## config.mk

```make
export PLATFORM = sky130hd
export DESIGN_NAME = csync_tx
export DESIGN_NICKNAME = d
export VERILOG_FILES = /design/src/rtl/csync_tx_pkg.sv /design/src/rtl/csync_tx_sync.sv /design/src/rtl/csync_tx_clkgen.sv /design/src/rtl/csync_tx_shift.sv /design/src/rtl/csync_tx_route.sv /design/src/rtl/csync_tx.sv
export SDC_FILE = /design/constraint.sdc
export NUM_CORES = 1
export LEC_CHECK = 0
export CORE_MARGIN = 8
export CORE_UTILIZATION = 30
export DETAILED_ROUTE_END_ITERATION = 8
export SKIP_LAST_GASP = 1
export SLEW_MARGIN = 20
export SYNTH_ARGS = -nofsm -noshare
export SYNTH_HDL_FRONTEND = slang
export SYNTH_SLANG_ARGS = --single-unit
```

## constraint.sdc

```tcl
create_clock -name clk_i -period 2.6 [get_ports clk_i]
set_input_delay 0.65 -clock clk_i [delete_from_list [all_inputs] [get_ports clk_i]]
set_output_delay 0.65 -clock clk_i [all_outputs]
set_load 0.03 [all_outputs]
```

## src/rtl/csync_tx_pkg.sv

```systemverilog
package csync_tx_pkg;

  typedef enum logic [1:0] {
    SRC_DIV_A = 2'b00,
    SRC_DIV_B = 2'b01,
    SRC_DIV_C = 2'b10,
    SRC_EXT   = 2'b11
  } src_e;

  typedef struct packed {
    logic [1:0] route;
    logic       irq_done;
    logic       cts_en;
    logic       msb;
    logic       pol;
    src_e       src;
  } ctl_t;

  localparam logic [1:0] ROUTE_ALT = 2'b11;

endpackage

```

## src/rtl/csync_tx_sync.sv

```systemverilog
module csync_tx_sync #(
  parameter int   STAGES  = 2,
  parameter logic RST_VAL = 1'b1
) (
  input  logic clk_i,
  input  logic rst_ni,
  input  logic d_i,
  output logic q_o
);
  logic [STAGES-1:0] q_q;

  always_ff @(posedge clk_i or negedge rst_ni) begin
    if (!rst_ni) q_q <= {STAGES{RST_VAL}};
    else         q_q <= {q_q[STAGES-2:0], d_i};
  end

  assign q_o = q_q[STAGES-1];
endmodule

```

## src/rtl/csync_tx_clkgen.sv

```systemverilog
module csync_tx_clkgen
  import csync_tx_pkg::*;
#(
  parameter int DIV_A = 1,
  parameter int DIV_B = 8,
  parameter int DIV_C = 32
) (
  input  logic clk_i,
  input  logic rst_ni,
  input  src_e src_i,
  input  logic pol_i,
  input  logic ext_s_i,
  input  logic want_fall_i,
  output logic fall_ev_o,
  output logic rise_ev_o,
  output logic ph_o,
  output logic stopped_o
);
  localparam int DIV_MAX = (DIV_A > DIV_B) ? ((DIV_A > DIV_C) ? DIV_A : DIV_C)
                                           : ((DIV_B > DIV_C) ? DIV_B : DIV_C);
  localparam int CW = $clog2(DIV_MAX + 1);

  logic          int_ph_q, stopped_q, ext_ph_q;
  logic [CW-1:0] cnt_q, lim;
  logic          is_ext, tick, ext_lvl;
  logic          int_fall, int_rise, ext_fall, ext_rise;

  always_comb begin
    unique case (src_i)
      SRC_DIV_B: lim = CW'(DIV_B - 1);
      SRC_DIV_C: lim = CW'(DIV_C - 1);
      default:   lim = CW'(DIV_A - 1);
    endcase
  end

  assign is_ext   = (src_i == SRC_EXT);
  assign tick     = (cnt_q == lim);
  assign ext_lvl  = ext_s_i ^ pol_i;
  assign int_fall = !is_ext && int_ph_q && want_fall_i && (stopped_q || tick);
  assign int_rise = !is_ext && !stopped_q && !int_ph_q && tick;
  assign ext_fall = is_ext && ext_ph_q && !ext_lvl;
  assign ext_rise = is_ext && !ext_ph_q && ext_lvl;

  assign fall_ev_o = int_fall | ext_fall;
  assign rise_ev_o = int_rise | ext_rise;
  assign ph_o      = is_ext ? ext_ph_q : int_ph_q;
  assign stopped_o = stopped_q;

  always_ff @(posedge clk_i or negedge rst_ni) begin
    if (!rst_ni) ext_ph_q <= 1'b1;
    else         ext_ph_q <= ext_lvl;
  end

  always_ff @(posedge clk_i or negedge rst_ni) begin
    if (!rst_ni) begin
      int_ph_q  <= 1'b1;
      stopped_q <= 1'b1;
      cnt_q     <= '0;
    end else if (is_ext) begin
      int_ph_q  <= 1'b1;
      stopped_q <= 1'b1;
      cnt_q     <= '0;
    end else if (stopped_q) begin
      cnt_q <= '0;
      if (want_fall_i) begin
        stopped_q <= 1'b0;
        int_ph_q  <= 1'b0;
      end
    end else if (tick) begin
      cnt_q <= '0;
      if (!int_ph_q)        int_ph_q  <= 1'b1;
      else if (want_fall_i) int_ph_q  <= 1'b0;
      else                  stopped_q <= 1'b1;
    end else begin
      cnt_q <= cnt_q + CW'(1);
    end
  end

  // a stopped internal clock rests high
  a_r7_stop_high: assert property (@(posedge clk_i) disable iff (!rst_ni)
    stopped_q |-> int_ph_q);

  // internal edges only ever come one half-period apart
  a_r6_half_period: assert property (@(posedge clk_i) disable iff (!rst_ni)
    (!is_ext && !stopped_q && !tick) |=> $stable(int_ph_q) || $changed(src_i));

endmodule

```

## src/rtl/csync_tx_shift.sv

```systemverilog
module csync_tx_shift #(
  parameter int DW = 8
) (
  input  logic          clk_i,
  input  logic          rst_ni,
  input  logic          fall_ev_i,
  input  logic          rise_ev_i,
  input  logic          tx_en_i,
  input  logic          cts_en_i,
  input  logic          cts_s_i,
  input  logic          msb_i,
  input  logic          irq_done_i,
  input  logic          buf_wr_i,
  input  logic [DW-1:0] buf_data_i,
  input  logic          irq_clr_i,
  output logic          want_fall_o,
  output logic          active_o,
  output logic          txd_o,
  output logic          buf_empty_o,
  output logic          irq_o
);
  localparam int RW = $clog2(DW);

  logic [DW-1:0] buf_q, sh_q, ord;
  logic [RW-1:0] rem_q;
  logic          full_q, active_q, txd_q, irq_q;
  logic          start_ok, load, shift, done;

  always_comb begin
    for (int i = 0; i < DW; i++) ord[i] = msb_i ? buf_q[DW-1-i] : buf_q[i];
  end

  // CTS is looked at only here, at the moment of transfer
  assign start_ok    = tx_en_i && full_q && !(cts_en_i && cts_s_i);
  assign want_fall_o = active_q ? (rem_q != '0) : start_ok;
  assign load        = fall_ev_i && !active_q && start_ok;
  assign shift       = fall_ev_i && active_q && (rem_q != '0);
  assign done        = rise_ev_i && active_q && (rem_q == '0);

  always_ff @(posedge clk_i or negedge rst_ni) begin
    if (!rst_ni) begin
      buf_q <= '0;
      full_q <= 1'b0;
    end else if (buf_wr_i) begin
      buf_q  <= buf_data_i;
      full_q <= 1'b1;
    end else if (load) begin
      full_q <= 1'b0;
    end
  end

  always_ff @(posedge clk_i or negedge rst_ni) begin
    if (!rst_ni) begin
      sh_q     <= '0;
      rem_q    <= '0;
      active_q <= 1'b0;
      txd_q    <= 1'b1;
    end else if (load) begin
      txd_q    <= ord[0];
      sh_q     <= {1'b0, ord[DW-1:1]};
      rem_q    <= RW'(DW - 1);
      active_q <= 1'b1;
    end else if (shift) begin
      txd_q <= sh_q[0];
      sh_q  <= {1'b0, sh_q[DW-1:1]};
      rem_q <= rem_q - RW'(1);
    end else if (done) begin
      active_q <= 1'b0;
    end
  end

  always_ff @(posedge clk_i or negedge rst_ni) begin
    if (!rst_ni)                              irq_q <= 1'b0;
    else if ((load && !irq_done_i) || (done && irq_done_i)) irq_q <= 1'b1;
    else if (irq_clr_i)                       irq_q <= 1'b0;
  end

  assign active_o    = active_q;
  assign txd_o       = txd_q;
  assign buf_empty_o = !full_q;
  assign irq_o       = irq_q;


  a_r2_hold_disabled: assert property (@(posedge clk_i) disable iff (!rst_ni)
    (!tx_en_i && !active_q) |=> !active_q);

  a_r10_cts_blocks: assert property (@(posedge clk_i) disable iff (!rst_ni)
    (cts_en_i && cts_s_i && !active_q) |=> !active_q);

  a_r3_load_frees_buf: assert property (@(posedge clk_i) disable iff (!rst_ni)
    (fall_ev_i && !active_q && !buf_wr_i) |=> buf_empty_o);

  a_r9_irq_on_done: assert property (@(posedge clk_i) disable iff (!rst_ni)
    (done && irq_done_i) |=> irq_o);

endmodule

```

## src/rtl/csync_tx_route.sv

```systemverilog
module csync_tx_route
  import csync_tx_pkg::*;
(
  input  logic       clk_i,
  input  logic       rst_ni,
  input  logic       ph_i,
  input  logic       pol_i,
  input  logic       is_ext_i,
  input  logic       cts_en_i,
  input  logic [1:0] route_i,
  output logic       clk_pri_o,
  output logic       clk_alt_o
);
  logic pin, alt_sel;

  assign pin       = ph_i ^ pol_i;
  assign alt_sel   = (route_i == ROUTE_ALT) && !is_ext_i && !cts_en_i;
  assign clk_pri_o = (is_ext_i || alt_sel) ? 1'b1 : pin;
  assign clk_alt_o = alt_sel ? pin : 1'b1;

  // unselected or illegally routed alternate pin never moves
  a_r11_alt_quiet: assert property (@(posedge clk_i) disable iff (!rst_ni)
    (is_ext_i || cts_en_i || route_i != ROUTE_ALT) |-> clk_alt_o);
  // external source leaves both pins high
  a_r6_ext_pins_high: assert property (@(posedge clk_i) disable iff (!rst_ni)
    is_ext_i |-> (clk_pri_o && clk_alt_o));

endmodule

```

## src/rtl/csync_tx.sv

```systemverilog
module csync_tx
  import csync_tx_pkg::*;
#(
  parameter int DW          = 8,
  parameter int DIV_A       = 1,
  parameter int DIV_B       = 8,
  parameter int DIV_C       = 32,
  parameter int SYNC_STAGES = 2
) (
  input  logic          clk_i,
  input  logic          rst_ni,
  input  logic          ctl_wr_i,
  input  logic [7:0]    ctl_i,
  input  logic          tx_en_i,
  input  logic          buf_wr_i,
  input  logic [DW-1:0] buf_data_i,
  input  logic          irq_clr_i,
  input  logic          cts_ni,
  input  logic          ext_clk_i,
  output logic          txd_o,
  output logic          clk_pri_o,
  output logic          clk_alt_o,
  output logic          buf_empty_o,
  output logic          tx_empty_o,
  output logic          irq_o
);
  ctl_t ctl_q, ctl_n;
  logic cts_s, ext_s;
  logic fall_ev, rise_ev, ph, stopped, want_fall, active, idle;

  assign ctl_n = ctl_t'(ctl_i);
  assign idle  = !active && ((ctl_q.src == SRC_EXT) || stopped);

  always_ff @(posedge clk_i or negedge rst_ni) begin
    if (!rst_ni) begin
      ctl_q <= '0;
    end else if (ctl_wr_i) begin
      ctl_q.irq_done <= ctl_n.irq_done;
      ctl_q.cts_en   <= ctl_n.cts_en;
      ctl_q.msb      <= ctl_n.msb;
      if (idle) begin
        ctl_q.route <= ctl_n.route;
        ctl_q.pol   <= ctl_n.pol;
        ctl_q.src   <= ctl_n.src;
      end
    end
  end

  csync_tx_sync #(.STAGES(SYNC_STAGES), .RST_VAL(1'b1)) u_cts_sync (
    .clk_i(clk_i), .rst_ni(rst_ni), .d_i(cts_ni), .q_o(cts_s));

  csync_tx_sync #(.STAGES(SYNC_STAGES), .RST_VAL(1'b1)) u_ext_sync (
    .clk_i(clk_i), .rst_ni(rst_ni), .d_i(ext_clk_i), .q_o(ext_s));

  csync_tx_clkgen #(.DIV_A(DIV_A), .DIV_B(DIV_B), .DIV_C(DIV_C)) u_clkgen (
    .clk_i      (clk_i),
    .rst_ni     (rst_ni),
    .src_i      (ctl_q.src),
    .pol_i      (ctl_q.pol),
    .ext_s_i    (ext_s),
    .want_fall_i(want_fall),
    .fall_ev_o  (fall_ev),
    .rise_ev_o  (rise_ev),
    .ph_o       (ph),
    .stopped_o  (stopped)
  );

  csync_tx_shift #(.DW(DW)) u_shift (
    .clk_i      (clk_i),
    .rst_ni     (rst_ni),
    .fall_ev_i  (fall_ev),
    .rise_ev_i  (rise_ev),
    .tx_en_i    (tx_en_i),
    .cts_en_i   (ctl_q.cts_en),
    .cts_s_i    (cts_s),
    .msb_i      (ctl_q.msb),
    .irq_done_i (ctl_q.irq_done),
    .buf_wr_i   (buf_wr_i),
    .buf_data_i (buf_data_i),
    .irq_clr_i  (irq_clr_i),
    .want_fall_o(want_fall),
    .active_o   (active),
    .txd_o      (txd_o),
    .buf_empty_o(buf_empty_o),
    .irq_o      (irq_o)
  );

  csync_tx_route u_route (
    .clk_i    (clk_i),
    .rst_ni   (rst_ni),
    .ph_i     (ph),
    .pol_i    (ctl_q.pol),
    .is_ext_i (ctl_q.src == SRC_EXT),
    .cts_en_i (ctl_q.cts_en),
    .route_i  (ctl_q.route),
    .clk_pri_o(clk_pri_o),
    .clk_alt_o(clk_alt_o)
  );

  assign tx_empty_o = !active;

  // clock-shaping fields frozen while busy
  a_r12_fields_locked: assert property (@(posedge clk_i) disable iff (!rst_ni)
    !idle |=> ($stable(ctl_q.src) && $stable(ctl_q.pol) && $stable(ctl_q.route)));

endmodule

```

; Word-level counts from Yosys, hierarchy flattened
; Cells that the tools add are included.
[word_totals]
ff_bits = 44
elab_cells = 119
output_inout_bits = 6
in_bits = 24
[op_classes]
bitwise_logic = 4
add_sub_neg = 2
eq_ne = 7
n_reduce_logical = 48
mux = 39
[ops]
columns = operator, n
row1 = 1-bit two-way mux, 31
row2 = 1-bit logical AND, 24
row3 = 6-bit two-way mux, 3
row4 = 8-bit two-way mux, 2
row5 = 1-bit zero test, 10
row6 = 5-bit case mux with 2 select lines, 1
row7 = 2-bit nonzero test, 4
row8 = 6-bit by 1-bit adder with 6-bit output (second input constant), 1
row9 = 2-bit == test (second input constant), 3
row10 = 6-bit by 5-bit == test with 1-bit output, 1
row11 = 3-bit two-way mux, 2
row12 = 2-bit AND reduction, 3
row13 = 3-bit nonzero test, 2
row14 = 1-bit logical OR, 4
row15 = 3-bit zero test, 1
row16 = 3-bit by 2-bit inequality test with 1-bit output (second input constant), 1
row17 = 3-bit by 1-bit subtractor with 3-bit output (second input constant), 1
row18 = 2-bit by 1-bit == test with 1-bit output (second input constant), 1
row19 = 2-bit by 1-bit inequality test with 1-bit output (second input constant), 1
row20 = 1-bit OR, 2
row21 = 1-bit XOR, 2

; Depth between registers and ports, before layout
; Gate-level depths: netlist of the first run.
[logic_depth]
depth_word = 12
depth_mapped = 8
mapped_depth_nobuf = 7

; Hierarchy
; A second synthesis of the first run with hierarchy kept.
[unflattened]
cells_unflattened = 159
area_unflattened_um2 = 2023.2
[by_module_without_submodules]
columns = mod, instances, cells_each, area_each_um2, seq_area_each_um2
row1 = csync_tx_shift, 1, 85, 1061.0, 551.8
row2 = csync_tx_clkgen, 1, 47, 485.5, 229.0
row3 = csync_tx, 1, 19, 339.1, 200.2
row4 = csync_tx_sync, 2, 2, 52.6, 52.6
row5 = csync_tx_route, 1, 4, 32.5, 0.0

; Worst setup path after synthesis of the first run
; OpenSTA, ideal clock, no wires.
[synth_path]
kind = register -> register
from = register ctl_q[1] in the netlist's numbering
to = register u_shift.sh_q[0]
t_required_ps = 2474
path_buffers = 0
slack_ps = 372
setup_time_ps = 126
arrival_time_ps = 2102
period_less_slack_ps = 2228
stages_incl_launch_ff = 6
cell_sequence = dfrtp_1 ha_1 or4b_4 a221oi_4 o211ai_2 a221o_1
[synth_via]
elab_chain_cells = 9
word_cells_on_any_way = 19
classes_between = 4 x eq/ne / 2 x mux / 1 x bitwise / 12 x reduce/logical
[synth_rtl]
columns = element, line_no
row1 = "start, declared", csync_tx.sv:27  ; ctl_t ctl_q, ctl_n;
row2 = 2-bit == test (tied with other cells), csync_tx_clkgen.sv:29  ; unique case (src_i)
row3 = 5-bit case mux with 2 select lines / 1-bit zero test (equally long branches), "csync_tx_clkgen.sv:29, csync_tx_clkgen.sv:39"
row4 = 6-bit by 5-bit == test with 1-bit output / 1-bit logical AND (equally long branches), "csync_tx_clkgen.sv:37, csync_tx_clkgen.sv:39"
row5 = 1-bit logical OR / 1-bit logical AND (equally long branches), csync_tx_clkgen.sv:39  ; assign int_fall = !is_ext && int_ph_q && want_fall_i && (stopped_q || tick);
row6 = 1-bit logical AND, csync_tx_clkgen.sv:39
row7 = 1-bit OR (*), csync_tx_clkgen.sv:44  ; assign fall_ev_o = int_fall | ext_fall;
row8 = 1-bit logical AND (on tied branches) (2 in a row), "csync_tx_shift.sv:36, csync_tx_shift.sv:37"
row9 = 8-bit two-way mux / 2-bit nonzero test (equally long branches), --
row10 = "end signal, assigned", csync_tx_shift.sv:60  ; sh_q <= {1'b0, ord[DW-1:1]};
row11 = "end signal, assigned", csync_tx_shift.sv:65  ; sh_q <= {1'b0, sh_q[DW-1:1]};
row12 = "end, declared", csync_tx_shift.sv:24  ; logic [DW-1:0] buf_q, sh_q, ord;
; Every way passes the cells marked *; elsewhere a longest branch is shown, timed or not.
; A chain may end at the register's enable or synchronous reset.

; Worst setup path after layout of the first run
[layout_path]
from = register u_clkgen.int_ph_q
to = output port clk_alt_o
[layout_via]
elab_chain_cells = 3
[layout_rtl]
columns = element, line_no
row1 = "start, declared", csync_tx_clkgen.sv:23  ; logic int_ph_q, stopped_q, ext_ph_q;
row2 = "start signal, assigned", csync_tx_clkgen.sv:56  ; int_ph_q <= 1'b1;
row3 = "start signal, assigned", csync_tx_clkgen.sv:60  ; int_ph_q <= 1'b1;
row4 = "start signal, assigned", csync_tx_clkgen.sv:67  ; int_ph_q <= 1'b0;
row5 = 1-bit two-way mux, csync_tx_clkgen.sv:46  ; assign ph_o = is_ext ? ext_ph_q : int_ph_q;
row6 = 1-bit XOR, csync_tx_route.sv:16  ; assign pin = ph_i ^ pol_i;
row7 = 1-bit two-way mux, csync_tx_route.sv:19  ; assign clk_alt_o = alt_sel ? pin : 1'b1;
row8 = "end, declared", csync_tx.sv:22  ; output logic clk_alt_o,
; No other way between the ends.

==> results of run 1 <==
[report_power, final]
group	switching, mW	leakage, nW	internal (mW)
sequential	0.0196	0.518	0.693
combinational	0.0327	0.571	0.0587
clock	0.221	0.0654	0.384
total	0.273	1.15	1.14
[cell usage in the layout, fill, tap and decap left out, types with 4 or more instances in the layout]
cell             synthesis  routed
dfstp_2                  8       8
dfrtp_1                 35      35
xor2_1                   4       4
inv_1                    8       8
o21ai_0                  4       4
ha_1                     5       5
nor2_1                  15      15
clkbuf_8                 0       5
nand2_1                 12      12
mux2_2                  16      16
mux2i_1                  9       9
buf_4                    1       4
clkdlybuf4s50_1          0      27
a221o_1                  6       6
[routing by layer]
layer  share of wire  GRT usage  wire (um)  up-vias
met5               0          0          0        -
met4           0.022     0.0426         83        0
met3           0.034     0.0256        129        6
met2            0.45      0.126       1730       20
met1            0.49      0.109       1890      640
li1                -          -          -      650
[worst min path at each step]
stage / start / end / slack, ps / depth (start not counted)
5_1_grt: u_cts_sync.q_q[0]$_DFF_PN1_ / u_cts_sync.q_q[1]$_DFF_PN1_ / 370 / 0
3_3_place_gp: u_ext_sync.q_q[0]$_DFF_PN1_ / u_ext_sync.q_q[1]$_DFF_PN1_ / 350 / 0
2_1_floorplan: rst_ni / ctl_q[0]$_DFFE_PN0P_ / 350 / 0
6_report: u_cts_sync.q_q[0]$_DFF_PN1_ / u_cts_sync.q_q[1]$_DFF_PN1_ / 360 / 0
4_1_cts: u_ext_sync.q_q[0]$_DFF_PN1_ / u_ext_sync.q_q[1]$_DFF_PN1_ / 360 / 0
3_5_place_dp: u_ext_sync.q_q[0]$_DFF_PN1_ / u_ext_sync.q_q[1]$_DFF_PN1_ / 350 / 0
[area by class of cell]
cell class / instances / area share
Clock inverter: 2 / 0.0241
Timing Repair Buffer: 33 / 0.128
Multi-Input combinational cell: 105 / 0.331
Inverter: 8 / 0.0121
Tap cell: 77 / 0.0387
Clock buffer: 6 / 0.0292
Sequential cell: 43 / 0.437
[what timing repair did]
| action | CTS | global route |
|---|---|---|
| setup buffers | 0 | 0 |
| setup endpoints to repair | 0 | 2 |
| resized for setup | 0 | 1 |
| hold endpoints to repair | 0 | 0 |
[through the flow]
| stage | cells | worst slack (ps) |
|---|---|---|
| 2_1_floorplan | 162 | 372 |
| 3_3_place_gp | 266 | 202 |
| 6_report | 274 | 108 |
| 4_1_cts | 274 | 52.6 |
| 5_1_grt | 274 | 8.87 |
| 3_5_place_dp | 266 | 117 |
[cell usage after synthesis (all sizes together)]
library cell,number
xnor2,3
nor2,15
or4b,1
a221oi,1
nand2b,1
o211ai,2
nor3b,1
o2bb2ai,1
a221o,6
o21ai,5
o2111a,1
and3,1
a32oi,2
or3,2
o211a,1
nand3,3
nand4b,1
mux2i,9
ha,5
a21oi,2
o22ai,2
nor3,1
clkbuf,4
xor2,4
a21o,2
dfstp,8
dfrtp,35
buf,2
nand4,1
inv,8
nand2,12
a31oi,1
and4,1
mux2,16
o21bai,2
[registers in the layout, indices dropped and copies added, names as in the netlist]
register            cells
u_shift.buf_q           8
u_clkgen.ext_ph_q       1
u_shift.active_o        1
u_shift.full_q          1
u_cts_sync.q_q          2
u_shift.txd_o           1
ctl_q                   8
u_ext_sync.q_q          2
u_clkgen.int_ph_q       1
u_clkgen.stopped_o      1
u_shift.sh_q            7
u_clkgen.cnt_q          6
u_shift.irq_o           1
u_shift.rem_q           3
[kinds of logic (layout without fill, tap and decap cells)]
family	Yosys count	after routing
simple gates	40	40
fa+ha+maj	5	5
mux	25	25
flops	43	43
buf+inv	14	49
xor+xnor	7	7
compound gates	28	28
==> summary by stage, run 1 <==
Outcome
The flow ran to the end, and the final reports show no timing, DRC or antenna violations.

Logic synthesis
The synthesized netlist net count is 191. After synthesis the netlist holds a flip-flop and latch count of 43. The gate count after technology mapping is roughly 160. The unique cell type count in the Yosys netlist is 39. After synthesis, the share of cell area in mux cells is 0.137. Of the total synthesized cell area, the portion taken by full adders, half adders and majority gates is 0.0318.

By area the synthesized netlist is led by dfrtp_1 (45%), dfstp_2 (11%), mux2_2 (9.2%). A synthesized cell averages ~12 um^2. During synthesis, Yosys emitted a total of 0 warnings.

Of all cell types, the one taking the most synthesized area is dfrtp_1. The share of Yosys cell area claimed by the top area cell type is 0.445. The complex-gate fraction of the synthesized area is 0.121. The fraction of the mapped netlist area in simple logic gates is 0.0979. By area, the combinational part of the netlist is dominated by multiplexers. The sequential element share of the synthesized area is 0.552. In this run the cell area of the synthesized design comes to slightly below 2000 um^2. The share of the synthesized netlist area taken by xor and xnor gates is 0.0312.

Worst hold path
The class of the tightest hold or removal check is reg -> reg.

Pwr
The completed layout was analyzed and its total power is ~1.4 mW. The power density of the placed cells is 566 nW/um^2. In this run the static leakage power is 1.15 nW. Across the VDD grid, the largest voltage drop is between 0.2 and 0.3 mV.

GRT
For this run, the total global-route usage over all layers was measured as 0.0850. Entering global routing, the biggest net connects 30 pins. The initial antenna violation count came to 0. The via count of the first global-routing pass came to 1400. The first-pass GRT wire length is ~6700 um. The total overflow left after global routing is 0.

Critical path
For the worst setup path, the data required time is about 2000 ps. The reg-to-reg setup timing slack is approximately 170 ps. The highest net fanout along the worst path is 5. The origin of the critical flop-to-flop path is ctl_q[1]$_DFFE_PN0P_. The data arrival at the endpoint of the critical path is 1840 ps. The largest single stage delay on the critical path is around 660 ps. The combined buffer and inverter count along the critical path is 1. The kind of cell adding the most delay to the critical path is buffers and inverters. STA classifies the critical path endpoint as an output pin.

In this run the worst setup path terminates at clk_alt_o. Traced cell by cell, the critical path runs through xor2_1, nor2_1, nand2_1, clkdlybuf4s50_1. The worst register-to-register path ends at u_shift.irq_o$_DFFE_PN0P_. The critical path startpoint is u_clkgen.int_ph_q$_DFFE_PN1P_. On the critical path, the stage with the largest delay is an instance of clkdlybuf4s50_1.

The start-to-end type of the worst setup path is reg -> out. The number of cells on the worst reg-to-reg path is 6. The count of cell instances traversed by the critical path is 4.

The startpoint type of the worst setup path is a flip-flop.

Route
The length of the first detailed-routing pass in iterations is 4. For this run, design rule violations remaining after detail routing come to 0. The number of DRC violations after detailed-routing iteration 0 is approximately 40. In this run the remaining antenna-violating nets after routing total 0. In the final routed layout, each cell accounts on average for between 10 and 15 um.

The count of vias placed by the detailed router is ~1300. The ratio of routed vias to standard cells is 4.80. The routed design has around 3800 um of wire.

Place
Summing all placed instances gives a cell area of 2350 um^2. Port buffering added 29 buffers. The half-perimeter wire length of the detailed placement result is about 2900 um. Routability-driven placement finished with a final weighted congestion of between 0.7 and 0.8.

STA
Setup repair after global routing left no endpoint under its margin. Across the routed clock network, the largest skew measured is 2.63 ps. The setup TNS after final layout is 0 ps.

The final number of hold-violating endpoints is 0. Based on the critical path, the design can be clocked at up to between 0.4 and 0.5 GHz. The normalized max-slew margin is 0.467.

For the pin with the worst max-slew slack, the measured transition is 796 ps. The number of pins with negative max-slew slack in the final report is 0. The final setup violation count is 0. The final cycle utilization of the critical path is 0.958.

The post-route worst hold slack is between 300 and 400 ps. The routed design could run at a clock period as short as between 2000 and 2500 ps.

Finish
In the final design database the tool counted approximately 230 nets. After routing the design area is roughly 2500 um^2. 0 antenna diodes ended up in the layout. The area of the multi-input gates is about 820 um^2. The area occupied by registers is about 1100 um^2. The layout overhead on the synthesized area is 26.4%. The share of layout cells above drive strength 1 is 0.203. The end-of-flow core utilization is 0.392. After filler insertion, the fill cell instance count of the layout stands at ~600.

Die
The horizontal extent of the die is 97.0 um. 30 I/O pins were placed. The die outline height is 97.0 um.

After floorplanning, the core was divided into 29 placement rows. The initial utilization of the core area, before any placement, comes to 0.310. The floorplan step defined a die boundary enclosing 9410 um^2. The total area inside the core boundary comes to around 6300 um^2.

Clocking
The clock tree synthesis step divided the H-tree into 2 levels. TritonCTS built the clock tree. The clock input transition at the sequential cells of the worst setup and hold paths is around 80 ps. The number of buffers created by CTS is 5.

No sink is reached through more buffers than the 2 on the longest clock path. The hold buffer count at CTS is 0. The clock root buffer is clkbuf_8. At the later pin of the worst-skew pair, clock insertion delay measures a little under 300 ps. The number of clock sinks seen by CTS is 43.

Flow run
The max-capacitance violation count is 0.
Note: power is estimated with default switching activity, not from simulation.
==> run 2: changes to the inputs <==
- CORE_UTILIZATION: 30 -> 49
- PLACE_DENSITY: unset -> 0.74
==> run 2 against run 1 <==
Net effect:
- flip-flop and latch count is the same
- die area shrank 33%
- register-to-register slack lost 20 ps
- total power shrank 12%
- maximum frequency shrank 1.8%
- wire length grew 3.9%
- worst hold slack lost 2.6 ps
==> summary by stage, run 2 (synthesized netlist as in run 1, its figures left out) <==
Place
In this run the tool buffered the top-level ports with 29 buffer cells. The total placed cells including tap cells is 237. The half-perimeter wire length of the detailed placement result is 2950 um.

At the end of routability-driven placement, the weighted congestion stood at ~0.77.

Route
Dividing the detail-routed via count by the number of cells gives between 5 and 6. The final layout contains routed wiring with a total length of 3980 um. The length of the first detailed-routing pass in iterations is 4. The count of unresolved DRC violations after routing is 0. The count of vias placed by the detailed router is ~1400. After detailed routing, the average wire length per cell comes to ~16 um. The first routing iteration left between 80 and 90 violations.

The count of nets left with antenna violations once routing finished came out at 0.

Pwr
The peak supply drop is approximately 0.41 mV. The share of total power dissipated in sequential elements is 0.572. Of the total power, the clock network draws 0.356.

The power density of the placed cells is about 520 nW/um^2. For this design the static power due to leakage is approximately 1.1 nW. The share of total power dissipated in combinational logic is 0.072. The internal power summed over all cells is just under 1 mW.

The net switching power is around 0.28 mW. Of the total power, the share spent switching nets is 0.226.

Die
Row generation in the floorplan step produced 23 rows. The horizontal extent of the die is 79.4 um. During I/O placement, the number of pins put on the boundary was 30. The die is 79.4 um tall.

The effective utilization at floorplan is 0.499. The floorplan step defined a die boundary enclosing 6300 um^2. In this run the standard cell core region covers slightly below 4000 um^2.

Clocking
TritonCTS built the clock tree. The clock drives 43 sinks. The number of clock buffers added by TritonCTS is 5. The maximum clock insertion buffer count is 2. CTS placed an instance of clkbuf_8 at the clock tree root.

The clock network latency to the later pin of the worst-skew pair is ~300 ps. The number of setup buffers added after CTS is 0. The number of levels the H-tree was split into is 2. Clock-pin slew was measured on the worst setup and hold paths at 80 ps.

Worst hold path
The class of the tightest hold or removal check is reg -> reg. In this run the most critical hold path is launched from u_ext_sync.q_q[0]$_DFF_PN1_. The worst hold path was traced through 0 stages. For hold timing, the worst endpoint is u_ext_sync.q_q[1]$_DFF_PN1_.

Finish
Leaving out fill and tap cells, the most frequent cells in the layout are dfrtp_1 (35), clkdlybuf4s50_1 (28), mux2_2 (16), nor2_1 (15), nand2_1 (12). At the end of the flow the core is filled with cells to 0.608. The layout has approximately 300 filler cells. The area of the multi-input gates is between 800 and 900 um^2. The largest registers in the layout are ctl_q: 8 flops, u_shift.buf_q: 8 flops, u_shift.sh_q: 7 flops. The number of antenna repair diodes is 0. The area occupied by registers is 1090 um^2. The layout overhead on the synthesized area is 21.8%. The share of layout cells above drive strength 1 is 0.200. The number of nets in the layout is roughly 220. The library cell used most frequently in the layout, excluding fill and tap cells, is dfrtp_1. The count of placed standard cells in the final layout, fillers left out is 245.

Critical path
For this design, the slowest cell found on the critical path is clkdlybuf4s50_1. The type of element capturing the critical path is an output pin. STA puts the critical path data arrival time at 1890 ps. The start-to-end type of the worst setup path is reg -> out. Together, buffers and inverters on the worst path number 1. The kind of cell adding the most delay to the critical path is buffers and inverters.

The worst endpoint required time is just under 2000 ps. For this run, the slowest stage of the critical path takes a little under 700 ps. STA classifies the critical path startpoint as a flip-flop. The signal on the critical path passes through xor2_1, nor2_1, o21ai_0, clkdlybuf4s50_1. Counting cells, the worst reg-to-reg path comes to 6. Across all register-to-register paths, the minimum setup slack is approximately 150 ps.

The startpoint identified for the worst register-to-register timing path is ctl_q[0]$_DFFE_PN0P_. In this run the worst path has a maximum fanout of 5. The endpoint of the worst register-to-register path is u_shift.sh_q[1]$_DFFE_PN0P_.

GRT
The leftover overflow at the end of global routing is 0. Entering global routing, the biggest net connects 44 pins. The first global-routing pass estimated about 6800 um of wire. The via count of the first global-routing pass was approximately 1500. The initial antenna violation count is 0. The overall track demand over capacity in global routing is 0.138.

STA
Setup violations remaining at the end of the flow were counted as 0. The number of pins with negative max-slew slack in the final report came to 0. For the pin with the worst max-slew slack, the measured transition is roughly 930 ps. The final number of hold-violating endpoints came to 0. The setup TNS after final layout is 0 ps. The fmax is 0.394 GHz. The smallest clock period supported by the final layout is computed as between 2000 and 3000 ps.

For the final database, setup skew stands at roughly 5.3 ps. The normalized max-slew margin is 0.382. Setup repair after global routing could not meet its margin everywhere.

Of the available clock period, the critical path in the final layout requires 0.976.

Outcome
The run finished with clean final reports.

Flow run
Across the run, the number of max-cap violations was 0.
-- run 2: cell types whose count changed in the layout (fill, tap and decap cells not counted), sizes merged --
cell	before	now
buf	5	3
bufinv	2	0
clkbuf	6	7
clkdlybuf4s50	27	28
clkinv	0	1
dlymetal6s2s	1	0
-- run 2: power by group through the flow --
stage	Clock (mW)	Sequential [mW]	Combinational [mW]
after floorplan	0	0.715	0.0432
after global placement	0	0.724	0.0882
after detailed placement	0	0.725	0.0913
after CTS	0.451	0.713	0.0916
after global routing	0.479	0.715	0.0991
final	0.443	0.712	0.0896
-- run 2: how the worst max path moves through the flow --
stage	cells after the start	start	to	slack [ps]
floorplan	5	ctl_q[1]$_DFFE_PN0P_	u_shift.sh_q[0]$_DFFE_PN0P_	370
global placement	6	ctl_q[1]$_DFFE_PN0P_	u_shift.irq_o$_DFFE_PN0P_	230
detailed placement	7	ctl_q[0]$_DFFE_PN0P_	u_shift.irq_o$_DFFE_PN0P_	140
CTS	4	ctl_q[1]$_DFFE_PN0P_	clk_pri_o	20
global route	4	u_clkgen.int_ph_q$_DFFE_PN1P_	clk_pri_o	-20
finish	4	u_clkgen.int_ph_q$_DFFE_PN1P_	clk_pri_o	60
-- run 2: timing repair --
item | in CTS | in global routing
gates resized for setup | 0 | 1
setup endpoints to repair | 0 | 3
hold buffers | 0 | 0
-- run 2: per-stage QoR --
stage | cell area, um^2 | total power [mW] | hold slack (ps) | setup slack (ps)
global route | 2400 | 1.29 | 364 | -18.6
CTS | 2390 | 1.26 | 358 | 22.1
detailed placement | 2300 | 0.817 | 347 | 139
floorplan | 1970 | 0.759 | 345 | 372
finish | 2400 | 1.24 | 358 | 62.5
global placement | 2300 | 0.812 | 346 | 225
-- run 2: cell type report --
type,instances,share of cell area
sequential,43,0.453
multi-input combinational,105,0.345
timing repair buffer,31,0.125
clock buffer,7,0.0360
tap,50,0.0261
inverter,8,0.0125
clock inverter,1,0.00209
-- run 2: routing by layer --
metal / wire [um] / share of wire / GRT usage
met1: 1710 / 0.43 / 0.155
met2: 2000 / 0.50 / 0.221
met3: 207 / 0.052 / 0.0518
met4: 73 / 0.018 / 0.0796
met5: 0 / 0 / 0
==> run 3: changes to the inputs <==
- CAP_MARGIN: unset -> 40
==> run 3 against run 2 <==
Net effect:
- utilization grew 0.70 points
- flip-flop and latch count unchanged
- clock skew shrank 1.2 ps
- largest power group unchanged
- global-route usage shrank 0.098 points
- clock-buffer cell count stayed put
- final cell count increased by 0.41%
- combinational power increased by 5.5%
- largest cell class unchanged
- final area up 1.1%
==> summary by stage, run 3 (synthesized netlist as in run 1, its figures left out) <==
Outcome
The flow ran to the end, and the final reports show no timing, DRC or antenna violations.

Route
The count of vias placed by the detailed router is ~1400. The count of unresolved DRC violations after routing is 0. In the final routed layout, each cell accounts on average for around 16 um.

The routed design has 4010 um of wire. The ratio of routed vias to standard cells is 5.63. The number of DRC violations after detailed-routing iteration 0 is 52. The number of nets with antenna violations after routing is 0. The length of the first detailed-routing pass in iterations is 4.

Place
Input and output buffers added on the ports amount to 29. After detailed placement, the total cell area comes to ~2300 um^2. At the end of routability-driven placement, the weighted congestion stood at 0.774. The half-perimeter wire length of the detailed placement result is slightly above 3000 um.

The total placed cells including tap cells is approximately 240. Timing analysis after detailed placement gives a worst setup slack of 124 ps.

Critical path
The critical path goes through ha_1, nor2_1, nand2_1, clkdlybuf4s50_1. The data arrival at the endpoint of the critical path is 1880 ps. The critical path in this run is classified as reg -> out. On the critical path, the stage with the largest delay is an instance of clkdlybuf4s50_1. The highest net fanout along the worst path is 9. The worst setup path is launched from a flip-flop. The worst endpoint required time is just under 2000 ps. The largest stage delay on the critical path is around 660 ps. The type of element capturing the critical path is an output pin.

GRT
The via count of the first global-routing pass was between 1500 and 2000. The leftover overflow at the end of global routing is 0. For this run, the total global-route usage over all layers was measured as 0.137.

The initial antenna violation count is 0. The first global-routing pass estimated a little under 7000 um of wire. The maximum number of pins on one net before global-route repair is 27.

Finish
Summing all non-filler instances in the final layout gives an area of around 2400 um^2. In the final layout, the registers with the most flip-flops are ctl_q: 8 flops, u_shift.buf_q: 8 flops, u_shift.sh_q: 7 flops. The library cells used most frequently in the layout, excluding fill and tap cells, are dfrtp_1 (35), clkdlybuf4s50_1 (27), mux2_2 (16), nor2_1 (15), nand2_1 (12). The number of antenna repair diodes is 0. The finished layout holds between 200 and 250 standard cells, fillers aside. The share of layout cells above drive strength 1 is 0.199. In the final design database the tool counted ~220 nets.

Relative to the synthesized area, the layout overhead comes to 23.2%. The library cell used most frequently in the layout, excluding fill and tap cells, is dfrtp_1.

Clocking
In this run the post-CTS setup repair buffer count came out at 0. Clock tree synthesis found a total of 43 sinks. The number of buffers created by CTS is 5. The maximum clock insertion buffer count is 2. Clock-pin slew was measured on the worst setup and hold paths at 80 ps. The CTS tree is done. Clock latency on the worst-skew pair, taken at its later pin, is about 300 ps. The root buffer cell chosen for the clock tree is clkbuf_8. The H-tree was split into 2 levels.

STA
In the post-route analysis, the smallest setup slack over all paths is 74.6 ps. The final number of hold-violating endpoints was 0. Setup violations remaining at the end of the flow were counted as 0. The number of pins with negative max-slew slack in the final report is 0. In the finished design, the share of the clock period the worst path needs comes to 0.971. Headroom to the max-slew limit came out at 0.480. The smallest clock period supported by the final layout is computed as 2530 ps. Setup repair after global routing could not meet its margin everywhere. Static timing analysis puts the maximum clock frequency at around 0.4 GHz. The setup skew after layout is 4.09 ps. The setup TNS after final layout is 0 ps.

The transition at the pin with the smallest max-transition slack is between 700 and 800 ps.

Die
During I/O placement, the number of pins put on the boundary was 30. The die footprint is ~6300 um^2. The die is 79.4 um wide.

The initial utilization of the core area, before any placement, comes to 0.499. The number of standard-cell rows in the floorplan is 23. The die outline height is between 70 and 80 um.

The region available for standard cell placement spans 3940 um^2.

Worst hold path
The class of the tightest hold or removal check is in -> async.

Pwr
The analysis attributes to cell leakage a power of about 1.1 nW. Power spread over the standard cell area amounts to around 510 nW/um^2. VDD sags by at most 0.388 mV.

Flow run
The max-capacitance violation count is 0.
==> run 3: changes by cell type in the layout (fill, tap and decap cells not counted), sizes merged <==
cell,previous run,this run
buf,3,4
dlymetal6s2s,0,1
clkdlybuf4s50,28,27
==> run 3: final timing paths <==
path / to / startpoint / depth (start not counted) / slack, ps
max in group asynchronous: u_shift.txd_o$_DFFE_PN1P_ / rst_ni / 2 / 1760
setup / recovery: clk_alt_o / ctl_q[1]$_DFFE_PN0P_ / 4 / 70
setup reg to reg: u_shift.sh_q[2]$_DFFE_PN0P_ / ctl_q[0]$_DFFE_PN0P_ / 6 / 150
hold / removal: ctl_q[0]$_DFFE_PN0P_ / rst_ni / 1 / 290
min in group clk_i: u_cts_sync.q_q[1]$_DFF_PN1_ / u_cts_sync.q_q[0]$_DFF_PN1_ / 0 / 360
hold reg to reg: u_cts_sync.q_q[1]$_DFF_PN1_ / u_cts_sync.q_q[0]$_DFF_PN1_ / 0 / 360
==> run 3: final cells by class <==
class,instances,area (um^2)
Clock buffer,7,86.3
Multi-Input combinational cell,105,825
Timing Repair Buffer,32,330
Tap cell,50,62.6
Sequential cell,43,1090
Clock inverter,1,5.00
Fill cell,308,1520
Inverter,8,30.0
==> run 3: worst max-delay path: cells and delay by family (launching register included) <==
kind	cells	cell delay (ps)
adder cells (fa/ha/maj)	1	350
buffers and inverters	1	660
flip-flops	1	380
AND/OR/NAND/NOR	2	200
==> run 3: report_power, final <==
group / total (mW) / internal, mW / leakage [nW] / switching (mW)
Clock: 0.437 / 0.214 / 0.0482 / 0.223
Sequential: 0.713 / 0.693 / 0.518 / 0.0199
Combinational: 0.0945 / 0.0609 / 0.575 / 0.0336
==> run 3: per-stage QoR <==
step	hold WS (ps)	total power, mW	utilization
2_1_floorplan	345	0.759	-
3_3_place_gp	346	0.812	0.584
3_5_place_dp	352	0.822	0.591
4_1_cts	299	1.26	0.614
5_1_grt	324	1.30	0.615
6_report	294	1.24	0.615
==> run 3: layer usage <==
layer,vias up,GRT usage,part of all wire
met1,695,0.154,0.42
li1,645,-,-
met2,34,0.222,0.51
met4,0,0.100,0.029
met3,11,0.0349,0.036
met5,-,0,0
==> run 3: what timing repair did <==
action / in CTS / in global routing
hold buffers: 0 / 0
endpoints found under the setup margin: 0 / 4
endpoints found under the hold margin: 0 / 0
resized for setup: 0 / 1
